--- config.mk ---
export PLATFORM = sky130hd
export DESIGN_NAME = qfe_top
export DESIGN_NICKNAME = d
export VERILOG_FILES = /design/src/rtl/qfe_pkg.sv /design/src/rtl/qfe_fifo.sv /design/src/rtl/qfe_dispatch.sv /design/src/rtl/qfe_top.sv
export SDC_FILE = /design/constraint.sdc
export NUM_CORES = 1
export LEC_CHECK = 0
export BUFFER_PORTS_ARGS = -buffer_cell sky130_fd_sc_hd__buf_4
export CAP_MARGIN = 15
export CORE_MARGIN = 8
export CORE_UTILIZATION = 65
export DETAILED_ROUTE_END_ITERATION = 10
export GPL_TIMING_DRIVEN = 0
export MAX_ROUTING_LAYER = met4
export PLACE_DENSITY = 0.84
export REMOVE_ABC_BUFFERS = 1
export SYNTH_ARGS = -nofsm -noshare
export SYNTH_HDL_FRONTEND = slang
export SYNTH_SLANG_ARGS = --single-unit
--- constraint.sdc ---
create_clock -name clk -period 7.15 [get_ports clk]
set_input_delay 1.7875 -clock clk [delete_from_list [all_inputs] [get_ports clk]]
set_output_delay 1.7875 -clock clk [all_outputs]
set_load 0.02 [all_outputs]
--- src/rtl/qfe_pkg.sv ---
`timescale 1ns/1ps
package qfe_pkg;
    // register word addresses
    localparam logic [2:0] RA_MODE = 3'd0;
    localparam logic [2:0] RA_DCMD = 3'd1;
    localparam logic [2:0] RA_FLAG = 3'd2;
    localparam logic [2:0] RA_QCMD = 3'd3;
    localparam logic [2:0] RA_TXD  = 3'd4;
    localparam logic [2:0] RA_RXQ  = 3'd5;
    localparam logic [2:0] RA_STAT = 3'd6;
    // flag bit positions
    localparam int FB_GO   = 0;
    localparam int FB_DREQ = 1;
    localparam int FB_CMPL = 2;
    localparam int FB_OVF  = 3;
    localparam int FB_UDF  = 4;
    // mode bit positions
    localparam int MB_QMODE = 0;
    localparam int MB_QRUN  = 1;
endpackage

--- src/rtl/qfe_fifo.sv ---
`timescale 1ns/1ps
module qfe_fifo #(
    parameter int W     = 8,
    parameter int DEPTH = 8
) (
    input  logic                         clk,
    input  logic                         rst_n,
    input  logic                         push,
    input  logic [W-1:0]                 wdata,
    input  logic                         pop,
    output logic [W-1:0]                 rdata,
    output logic                         empty,
    output logic                         full,
    output logic [$clog2(DEPTH):0]       level
);
    localparam int AW = $clog2(DEPTH);
    localparam int LW = AW + 1;

    typedef struct packed {
        logic [DEPTH-1:0][W-1:0] mem;
        logic [AW-1:0]           wp;
        logic [AW-1:0]           rp;
        logic [LW-1:0]           cnt;
    } fifo_st_t;

    fifo_st_t q, d;
    logic do_push, do_pop;

    assign empty = (q.cnt == '0);
    assign full  = (q.cnt == LW'(DEPTH));
    assign level = q.cnt;
    assign rdata = q.mem[q.rp];

    always_comb begin
        d       = q;
        do_push = push && !full;
        do_pop  = pop && !empty;
        if (do_push) begin
            d.mem[q.wp] = wdata;
            d.wp = (q.wp == AW'(DEPTH - 1)) ? '0 : q.wp + 1'b1;
        end
        if (do_pop) begin
            d.rp = (q.rp == AW'(DEPTH - 1)) ? '0 : q.rp + 1'b1;
        end
        case ({do_push, do_pop})
            2'b10:   d.cnt = q.cnt + 1'b1;
            2'b01:   d.cnt = q.cnt - 1'b1;
            default: d.cnt = q.cnt;
        endcase
    end

    always_ff @(posedge clk) begin
        if (!rst_n) q <= '0;
        else        q <= d;
    end

    // level never exceeds the depth
    p_level_bound_r11: assert property (@(posedge clk) disable iff (!rst_n)
        q.cnt <= LW'(DEPTH));
    // a push into a full FIFO without a pop leaves it full
    p_full_drop_r9: assert property (@(posedge clk) disable iff (!rst_n)
        full && push && !pop |=> full);
    // a pop from an empty FIFO without a push leaves it empty
    p_empty_pop_r10: assert property (@(posedge clk) disable iff (!rst_n)
        empty && pop && !push |=> empty);
endmodule

--- src/rtl/qfe_dispatch.sv ---
`timescale 1ns/1ps
module qfe_dispatch #(
    parameter int CMD_W = 16
) (
    input  logic             clk,
    input  logic             rst_n,
    input  logic             qmode,
    input  logic             qrun,
    input  logic             dir_go,
    input  logic [CMD_W-1:0] dir_cmd,
    input  logic [CMD_W-1:0] q_cmd,
    input  logic             q_empty,
    output logic             q_pop,
    input  logic             eng_done,
    output logic             eng_start,
    output logic [CMD_W-1:0] eng_cmd,
    output logic             busy,
    output logic             run,
    output logic             done_evt,
    output logic             drained
);
    typedef struct packed {
        logic             busy;
        logic             run;
        logic             src;    // 1 = command came from the queue
        logic             start;
        logic [CMD_W-1:0] cmd;
    } disp_st_t;

    disp_st_t q, d;

    assign eng_start = q.start;
    assign eng_cmd   = q.cmd;
    assign busy      = q.busy;
    assign run       = q.run;

    always_comb begin
        d        = q;
        d.start  = 1'b0;
        q_pop    = 1'b0;
        done_evt = 1'b0;
        drained  = 1'b0;
        if (q.busy) begin
            if (eng_done) begin
                d.busy = 1'b0;
                d.run  = 1'b0;
                if (!q.src)                done_evt = 1'b1;
                else if (qrun && q_empty)  drained  = 1'b1;
            end
        end else if (!qmode && dir_go) begin
            d.busy  = 1'b1;
            d.run   = 1'b1;
            d.src   = 1'b0;
            d.start = 1'b1;
            d.cmd   = dir_cmd;
        end else if (qmode && qrun && !q_empty) begin
            q_pop   = 1'b1;
            d.busy  = 1'b1;
            d.src   = 1'b1;
            d.start = 1'b1;
            d.cmd   = q_cmd;
        end
    end

    always_ff @(posedge clk) begin
        if (!rst_n) q <= '0;
        else        q <= d;
    end

    // start is a single-cycle pulse
    p_start_pulse_r2: assert property (@(posedge clk) disable iff (!rst_n)
        q.start |=> !q.start);
    // a start always coincides with busy
    p_start_busy_r5: assert property (@(posedge clk) disable iff (!rst_n)
        q.start |-> q.busy);
    // busy holds until the engine reports done
    p_hold_busy_r5: assert property (@(posedge clk) disable iff (!rst_n)
        q.busy && !eng_done |=> q.busy);
    // a queued dispatch needs queue run in the cycle before
    p_queue_needs_run_r4: assert property (@(posedge clk) disable iff (!rst_n)
        q.start && q.src |-> $past(qrun));
    // a direct dispatch happens only outside queue mode
    p_direct_mode_r12: assert property (@(posedge clk) disable iff (!rst_n)
        q.start && !q.src |-> $past(!qmode));
endmodule

--- src/rtl/qfe_top.sv ---
`timescale 1ns/1ps
module qfe_top
    import qfe_pkg::*;
#(
    parameter int DATA_W = 8,
    parameter int CMD_W  = 16,
    parameter int DEPTH  = 8
) (
    input  logic              clk,
    input  logic              rst_n,
    input  logic              host_wr,
    input  logic              host_rd,
    input  logic [2:0]        host_addr,
    input  logic [CMD_W-1:0]  host_wdata,
    output logic [CMD_W-1:0]  host_rdata,
    output logic              irq,
    output logic              eng_start,
    output logic [CMD_W-1:0]  eng_cmd,
    input  logic              eng_done,
    input  logic              eng_xfer_req,
    input  logic              eng_xfer_rd,
    input  logic [DATA_W-1:0] eng_rx_data,
    output logic              eng_xfer_ack,
    output logic [DATA_W-1:0] eng_tx_data
);
    localparam int LVL_W = $clog2(DEPTH) + 1;

    typedef struct packed {
        logic              qmode;
        logic              qrun;
        logic [CMD_W-1:0]  dcmd;
        logic [DATA_W-1:0] dtx;
        logic [DATA_W-1:0] drx;
        logic              dreq;
        logic              cmpl;
        logic              ovf;
        logic              udf;
        logic              ack;
        logic [DATA_W-1:0] txd;
    } top_st_t;

    top_st_t q, d;

    logic              dir_go, clr_dreq;
    logic              cmd_push, cmd_pop, cmd_empty, cmd_full;
    logic              tx_push, tx_pop, tx_empty, tx_full;
    logic              rx_push, rx_pop, rx_empty, rx_full;
    logic [CMD_W-1:0]  cmd_rdata;
    logic [DATA_W-1:0] tx_rdata, rx_rdata;
    logic [LVL_W-1:0]  cmd_lvl, tx_lvl, rx_lvl;
    logic              busy, run, done_evt, drained;

    qfe_fifo #(.W(CMD_W), .DEPTH(DEPTH)) u_cmd_fifo (
        .clk(clk), .rst_n(rst_n), .push(cmd_push), .wdata(host_wdata),
        .pop(cmd_pop), .rdata(cmd_rdata), .empty(cmd_empty), .full(cmd_full),
        .level(cmd_lvl));

    qfe_fifo #(.W(DATA_W), .DEPTH(DEPTH)) u_tx_fifo (
        .clk(clk), .rst_n(rst_n), .push(tx_push), .wdata(host_wdata[DATA_W-1:0]),
        .pop(tx_pop), .rdata(tx_rdata), .empty(tx_empty), .full(tx_full),
        .level(tx_lvl));

    qfe_fifo #(.W(DATA_W), .DEPTH(DEPTH)) u_rx_fifo (
        .clk(clk), .rst_n(rst_n), .push(rx_push), .wdata(eng_rx_data),
        .pop(rx_pop), .rdata(rx_rdata), .empty(rx_empty), .full(rx_full),
        .level(rx_lvl));

    qfe_dispatch #(.CMD_W(CMD_W)) u_dispatch (
        .clk(clk), .rst_n(rst_n), .qmode(q.qmode), .qrun(q.qrun),
        .dir_go(dir_go), .dir_cmd(q.dcmd), .q_cmd(cmd_rdata), .q_empty(cmd_empty),
        .q_pop(cmd_pop), .eng_done(eng_done), .eng_start(eng_start),
        .eng_cmd(eng_cmd), .busy(busy), .run(run), .done_evt(done_evt),
        .drained(drained));

    assign irq          = q.cmpl;
    assign eng_xfer_ack = q.ack;
    assign eng_tx_data  = q.txd;

    always_comb begin
        d        = q;
        d.ack    = 1'b0;
        dir_go   = 1'b0;
        cmd_push = 1'b0;
        tx_push  = 1'b0;
        tx_pop   = 1'b0;
        rx_push  = 1'b0;
        rx_pop   = 1'b0;
        clr_dreq = host_wr && (host_addr == RA_FLAG) && host_wdata[FB_DREQ];

        // host register writes
        if (host_wr) begin
            case (host_addr)
                RA_MODE: begin
                    d.qmode = host_wdata[MB_QMODE];
                    d.qrun  = host_wdata[MB_QRUN];
                end
                RA_DCMD: d.dcmd = host_wdata;
                RA_FLAG: begin
                    dir_go = host_wdata[FB_GO];
                    if (host_wdata[FB_CMPL]) d.cmpl = 1'b0;
                    if (host_wdata[FB_OVF])  d.ovf  = 1'b0;
                    if (host_wdata[FB_UDF])  d.udf  = 1'b0;
                end
                RA_QCMD: begin
                    if (!q.qmode)     d.dcmd   = host_wdata;
                    else if (cmd_full) d.ovf   = 1'b1;
                    else               cmd_push = 1'b1;
                end
                RA_TXD: begin
                    if (!q.qmode)     d.dtx   = host_wdata[DATA_W-1:0];
                    else if (tx_full)  d.ovf   = 1'b1;
                    else               tx_push = 1'b1;
                end
                default: ;
            endcase
        end

        // host pop of queued receive data
        if (host_rd && (host_addr == RA_RXQ)) begin
            if (rx_empty) d.udf  = 1'b1;
            else          rx_pop = 1'b1;
        end

        // engine data handshake
        if (!q.qmode) begin
            if (q.dreq && clr_dreq) begin
                d.dreq = 1'b0;
                d.ack  = eng_xfer_req;
                d.txd  = q.dtx;
            end else if (!q.dreq && eng_xfer_req && !q.ack) begin
                d.dreq = 1'b1;
                if (eng_xfer_rd) d.drx = eng_rx_data;
            end
        end else begin
            if (clr_dreq) d.dreq = 1'b0;
            if (eng_xfer_req && !q.ack) begin
                if (eng_xfer_rd) begin
                    if (!rx_full) begin
                        rx_push = 1'b1;
                        d.ack   = 1'b1;
                    end
                end else if (!tx_empty) begin
                    tx_pop = 1'b1;
                    d.txd  = tx_rdata;
                    d.ack  = 1'b1;
                end
            end
        end

        // completion
        if (done_evt || drained) d.cmpl = 1'b1;
    end

    always_ff @(posedge clk) begin
        if (!rst_n) q <= '0;
        else        q <= d;
    end

    always_comb begin
        case (host_addr)
            RA_MODE: host_rdata = CMD_W'({q.qrun, q.qmode});
            RA_DCMD: host_rdata = q.dcmd;
            RA_FLAG: host_rdata = CMD_W'({q.udf, q.ovf, q.cmpl, q.dreq, run});
            RA_TXD:  host_rdata = CMD_W'(q.drx);
            RA_RXQ:  host_rdata = rx_empty ? '0 : CMD_W'(rx_rdata);
            RA_STAT: host_rdata = CMD_W'({busy, rx_lvl, tx_lvl, cmd_lvl});
            default: host_rdata = '0;
        endcase
    end

    // acknowledge is a single pulse
    p_ack_pulse_r3: assert property (@(posedge clk) disable iff (!rst_n)
        eng_xfer_ack |=> !eng_xfer_ack);
    // acknowledge only answers an engine request
    p_ack_needs_req_r3: assert property (@(posedge clk) disable iff (!rst_n)
        eng_xfer_ack |-> $past(eng_xfer_req));
    // in direct mode the request flag holds until the host clears it
    p_dreq_hold_r3: assert property (@(posedge clk) disable iff (!rst_n)
        q.dreq && !q.qmode && !clr_dreq |=> q.dreq);
    // completion interrupt is sticky until written with one
    p_irq_sticky_r8: assert property (@(posedge clk) disable iff (!rst_n)
        irq && !(host_wr && host_addr == RA_FLAG && host_wdata[FB_CMPL]) |=> irq);
    // reading an empty receive queue raises underflow
    p_underflow_r10: assert property (@(posedge clk) disable iff (!rst_n)
        host_rd && host_addr == RA_RXQ && rx_empty |=> q.udf);
endmodule

# Yosys cells after proc, flatten, opt, wreduce, memory -nomap -nowiden
# Cells that the tools add are included.
[totals]
word_cells = 251
regBits = 353
output_inout_bits = 43
[op_classes]
bitwise_logic = 4
magnitude_cmp = 9
mux = 88
n_eq_ne = 32
n_reduce_logical = 57
addsub = 12
[ops]
columns = ["operator", "n"]
rows = [
  ["$bwmux 128", 1],
  ["$bwmux 64", 2],
  ["$pmux 16 s6", 1],
  ["$mux 1", 49],
  ["$bmux 16 s3", 1],
  ["$bmux 8 s3", 2],
  ["$demux 16 s3", 1],
  ["$demux 8 s3", 2],
  ["$mux 16", 3],
  ["$mux 8", 6],
  ["$mux 18", 2],
  ["$mux 9", 4],
  ["$pmux 16 s2", 1],
  ["$eq 3x3->1 const B", 9],
  ["$lt 3x4->1 const B", 6],
  ["$pmux 4 s2", 3],
  ["$mux 3", 7],
  ["$logic_and 1x1->1", 20],
  ["$reduce_bool 2->1", 10],
  ["$add 3x1->3 const B", 6],
  ["$ne 2x2->1 const B", 7],
  ["$add 4x1->4 const B", 3],
  ["$eq 4x4->1 const B", 3],
  ["$logic_not 4->1", 3],
  ["19 further kinds", 50],
]

# Logic depth before layout (Yosys ltp)
[logic_depth]
depth_word = 9
depth_mapped = 11

# By module
# A second synthesis with hierarchy kept.
[hier_totals]
cells_unflattened = 1708
area_unflattened_um2 = 17708.2
[modules_own_cells]
columns = ["mod", "instances", "cells_each", "area_each_um2"]
rows = [
  ["qfe_fifo (u_rx_fifo ...)", 2, 320, 3661.0],
  ["qfe_fifo (u_cmd_fifo)", 1, 641, 6515.0],
  ["qfe_top", 1, 316, 2798.9],
  ["qfe_dispatch", 1, 111, 1072.3],
]

# Least setup slack after synthesis
# Ideal clock, no wire load.
[synth_path]
path_kind = "input-to-output"
start = "input host_addr[2]"
end = "output host_rdata[2]"
path_buffers = 3
arrival_ns = 3.102
required_ns = 5.362
stages = 6
slack_ns = 2.261
cell_sequence = "buf_6 > clkbuf_1 > nor3b_1 > clkbuf_1 > nand2_1 > o211ai_1"
[synth_via]
elab_chain_len = 2
word_cells_on_any_way = 7
classes_between = "5 x eq/ne; 1 x mux; 1 x reduce/logical"
[synth_lines]
columns = ["element", "line_no", "text"]
rows = [
  ["start, declared", "qfe_top.sv:13", "input logic [2:0] host_addr,"],
  ["$eq 3x3->1, or another cell as far along", "qfe_top.sv:160", "case (host_addr)"],
  ["$pmux 16 s6 (*)", "qfe_top.sv:160", ""],
  ["end, declared", "qfe_top.sv:15", "output logic [CMD_W-1:0] host_rdata,"],
]
# Mark *: on every way between the ends. The rest lies on a longest branch, timed or not.

# Worst setup path after layout
[layout_path]
start = "input host_addr[1]"
end = "output host_rdata[5]"
# The elaborated chain is that of the path after synthesis.

==> summary.txt <==
CTS tree -> done
RePlAce Congestion -> 0.838
EDFF count, synth -> 0
Met1 Routed Length -> 17.0 mm
drt total wl -> 43.2 mm
post-synthesis mux area share -> 16.3%
Slew HR -> 14.5%
Wirelength per Cell -> 21.2 um
max layer used -> met4
Max H-tree Level -> 2
dpl cell area -> 16,600 um^2
Synth top area share -> 43.2%
Hold Path Depth -> 2
clk_lat worst skew -> 520 ps
Mapped Avg Cell Area -> 9.43 um^2
first-pass GRT wire length -> 69.3 mm
CTS Sinks -> 353
clk root buf -> clkbuf_16
Synth area leader -> dfxtp_1
Die W -> 175 um
mapped cell area -> 16,400 um^2
port bufs -> 76
RR Endpoint -> u_tx_fifo.level[3]$_SDFFE_PN0P_
chip height -> 175 um
register bit total from synthesis -> 353
Design Area, Final -> 17,900 um^2
Vias -> 13,300
post-cts hold buffer count -> 0
HPWL after DPL -> 26.8 mm
Post-synth top cells -> dfxtp_1, nand2_1, a21oi_1
Num CTS Buffers -> 37
First-pass DRT Iterations -> 5
Clock Skew -> 19.2 ps
post-cts resize count -> 0
Synth cell types -> 76
PwrDens -> 229 nW/um^2
WS Path Type -> in -> out
Gate Count Post-Synth -> 1,737
Post-synth top flop -> dfxtp_1
Async SR Flop Fraction -> 0%
yosys warns -> 0
Clock Path Buffers -> 3
Leak -> 0.00614 uW
largest family of logic cells by synthesized area -> simple AND/OR/NAND/NOR gates
Post-Synth Adder-Cell Area -> 1.85%
CP dominant cell by count -> buf_4
f_max -> 0.177 GHz
number of global-route vias before repair -> 13,200
startpoint types -> primary input
status -> finished, final reports clean
RR Startpoint -> q[46]$_SDFFE_PN0P_
setup TNS -> 0 ps
Buf/Inv on CP -> 2
fin crit period -> 5640 ps
pin count of the biggest net entering global routing -> 141
routed vias/inst -> 6.53
Antenna Cells -> 0
GRT Total Usage -> 28.3%
Iteration-0 DRC Markers -> 1,502
crit path max fanout -> 21
layout cell share with drive strength beyond 1 -> 16.4%
I/O pins -> 77
grt total ovfl -> 0
simple-gate area share of the yosys netlist -> 18.5%
Final nets -> 1,735
type of the most critical hold path -> reg -> reg
Slew Viols, Final -> 0
period utilization -> 78.9%
sequential cell area fraction in the yosys report -> 43.2%
dominant cell by count in the synthesized netlist -> dfxtp_1
XOR/XNOR Fraction of Synth Area -> 0.374%
# Post-CTS Setup Buffers -> 0
final hold vios -> 0
worst-margin pin slew -> 1270 ps
met3 WL -> 3.36 mm
R2R Setup Slk -> 3480 ps
Max rail drop VDD -> 0.199 mV
Worst path max stage delay -> 1000 ps
CP delay by family, top -> simple AND/OR/NAND/NOR gates
core area -> 25,000 um^2
clk slew on worst S/H paths -> 60 ps
worst hold path endpoint -> u_cmd_fifo.q[114]$_SDFFE_PN0P_
antenna violations before repair -> 0
cells on worst reg2reg path -> 8
routed wl met2 -> 20.8 mm
Critical Path RT -> 5360 ps
CP max-delay cell -> nor3_1
area grow syn2layout -> 9.40%
Worst setup EP type -> output port
Final ANT Viol Nets -> 0
DIE AREA -> 30,500 um^2
DRC viols -> 0
Initial Utilization -> 65.6%
RSZ-0062 raised after global routing -> no
Setup-failing EPs final -> 0
synth top area cells -> dfxtp_1, mux4_2, mux2i_1
Row Count -> 58
HP Start -> u_cmd_fifo.q[114]$_SDFFE_PN0P_
cells along the critical path -> buf_4 -> nand3b_1 -> nor3_1 -> a22oi_1 -> o211ai_1 -> buf_4
Crit path arrival time -> 3850 ps
area fraction in compound gates after synthesis -> 13.2%
Max-cap violations -> 0
## per-layer routing
| layer | track usage [%] | vias up |
|---|---|---|
| met5 | - | - |
| met4 | 14.7 | 0 |
| met3 | 4.90 | 179 |
| met2 | 46.0 | 607 |
| met1 | 33.5 | 6450 |
| li1 | - | 6062 |
## where the power goes
| group | leakage, uW | internal [uW] | switching, uW |
|---|---|---|---|
| combinational | 0.00268 | 40.0 | 99.1 |
| clock | 0.000616 | 1180 | 791 |
| sequential | 0.00285 | 1970 | 7.72 |
## worst max-delay path by stage
stage,from,end,slack (ps),cells after the start
finish,host_addr[1],host_rdata[5],1510,6
global placement,rst_n,u_dispatch.eng_cmd[7]$_SDFFE_PN0P_,140,4
global route,host_addr[1],host_rdata[0],1500,6
floorplan,host_addr[1],host_rdata[10],2420,2
detailed placement,host_addr[1],host_rdata[5],1640,6
CTS,host_addr[1],host_rdata[5],1590,6
## layout by cell type, fill, tap and decap left out, types with 8 or more instances in the layout
master     synthesis  routed
a21oi_1          174     174
a221o_1           16      16
a22oi_1           18      18
buf_4             38      78
clkbuf_1          76       9
clkbuf_16          0      39
dfxtp_1          353     351
ha_1              21      21
inv_1             11      11
mux2_2            11      11
mux2i_1          108     108
mux4_2            65      65
nand2_1          254     254
nand2b_1          26      26
nand3_1          135     135
nand3_2           16      16
nor2_1            67      67
o21ai_0          123     123
o21ai_1            9       9
o21ai_2            8       8
## cell families after synthesis
logic type	after synthesis
AOI/OAI and AO/OA	379
DFF	353
muxes	184
and+or+nand+nor	589
buffers and inverters	202
adders and majority gates	23
xor gates and xnor gates	7
## flip-flops by register name, indices dropped and copies added, names as in the netlist
| name | cells |
|---|---|
| u_rx_fifo.level | 4 |
| u_dispatch.eng_cmd | 16 |
| u_rx_fifo.q | 70 |
| eng_tx_data | 8 |
| u_cmd_fifo.q | 134 |
| irq | 1 |
| u_dispatch.q | 1 |
| u_dispatch.run | 1 |
| u_tx_fifo.q | 70 |
| q | 37 |
| u_dispatch.eng_start | 1 |
| u_dispatch.busy | 1 |
| u_cmd_fifo.level | 4 |
| eng_xfer_ack | 1 |
| u_tx_fifo.level | 4 |
## layout make-up
class                   instances  area [um^2]
inverters                      12         52.6
well taps                     330          413
fillers                      1785         7050
clock inverters                12          145
multi-input cells            1182         8260
flip-flops and latches        353         7070
clock buffers                  55         1110
repair buffers                 92          871
## metrics by stage
step / utilization, % / cells / hold slack [ps] / setup WS, ps / power [uW]
2_1_floorplan: - / 1547 / 429 / 2420 / 2080
3_3_place_gp: 65.4 / 1953 / 435 / 137 / 2150
3_5_place_dp: 66.6 / 1967 / 443 / 1640 / 2160
4_1_cts: 71.6 / 2034 / 451 / 1590 / 4100
5_1_grt: 71.8 / 2036 / 470 / 1500 / 4200
6_report: 71.8 / 2036 / 452 / 1510 / 4100
## worst min-delay path: stages, from the launching register on
cell and delay [ps]:
dfxtp_1 310, nand2_1 50, a21oi_1 50
Power figures use the tool's default switching activity.
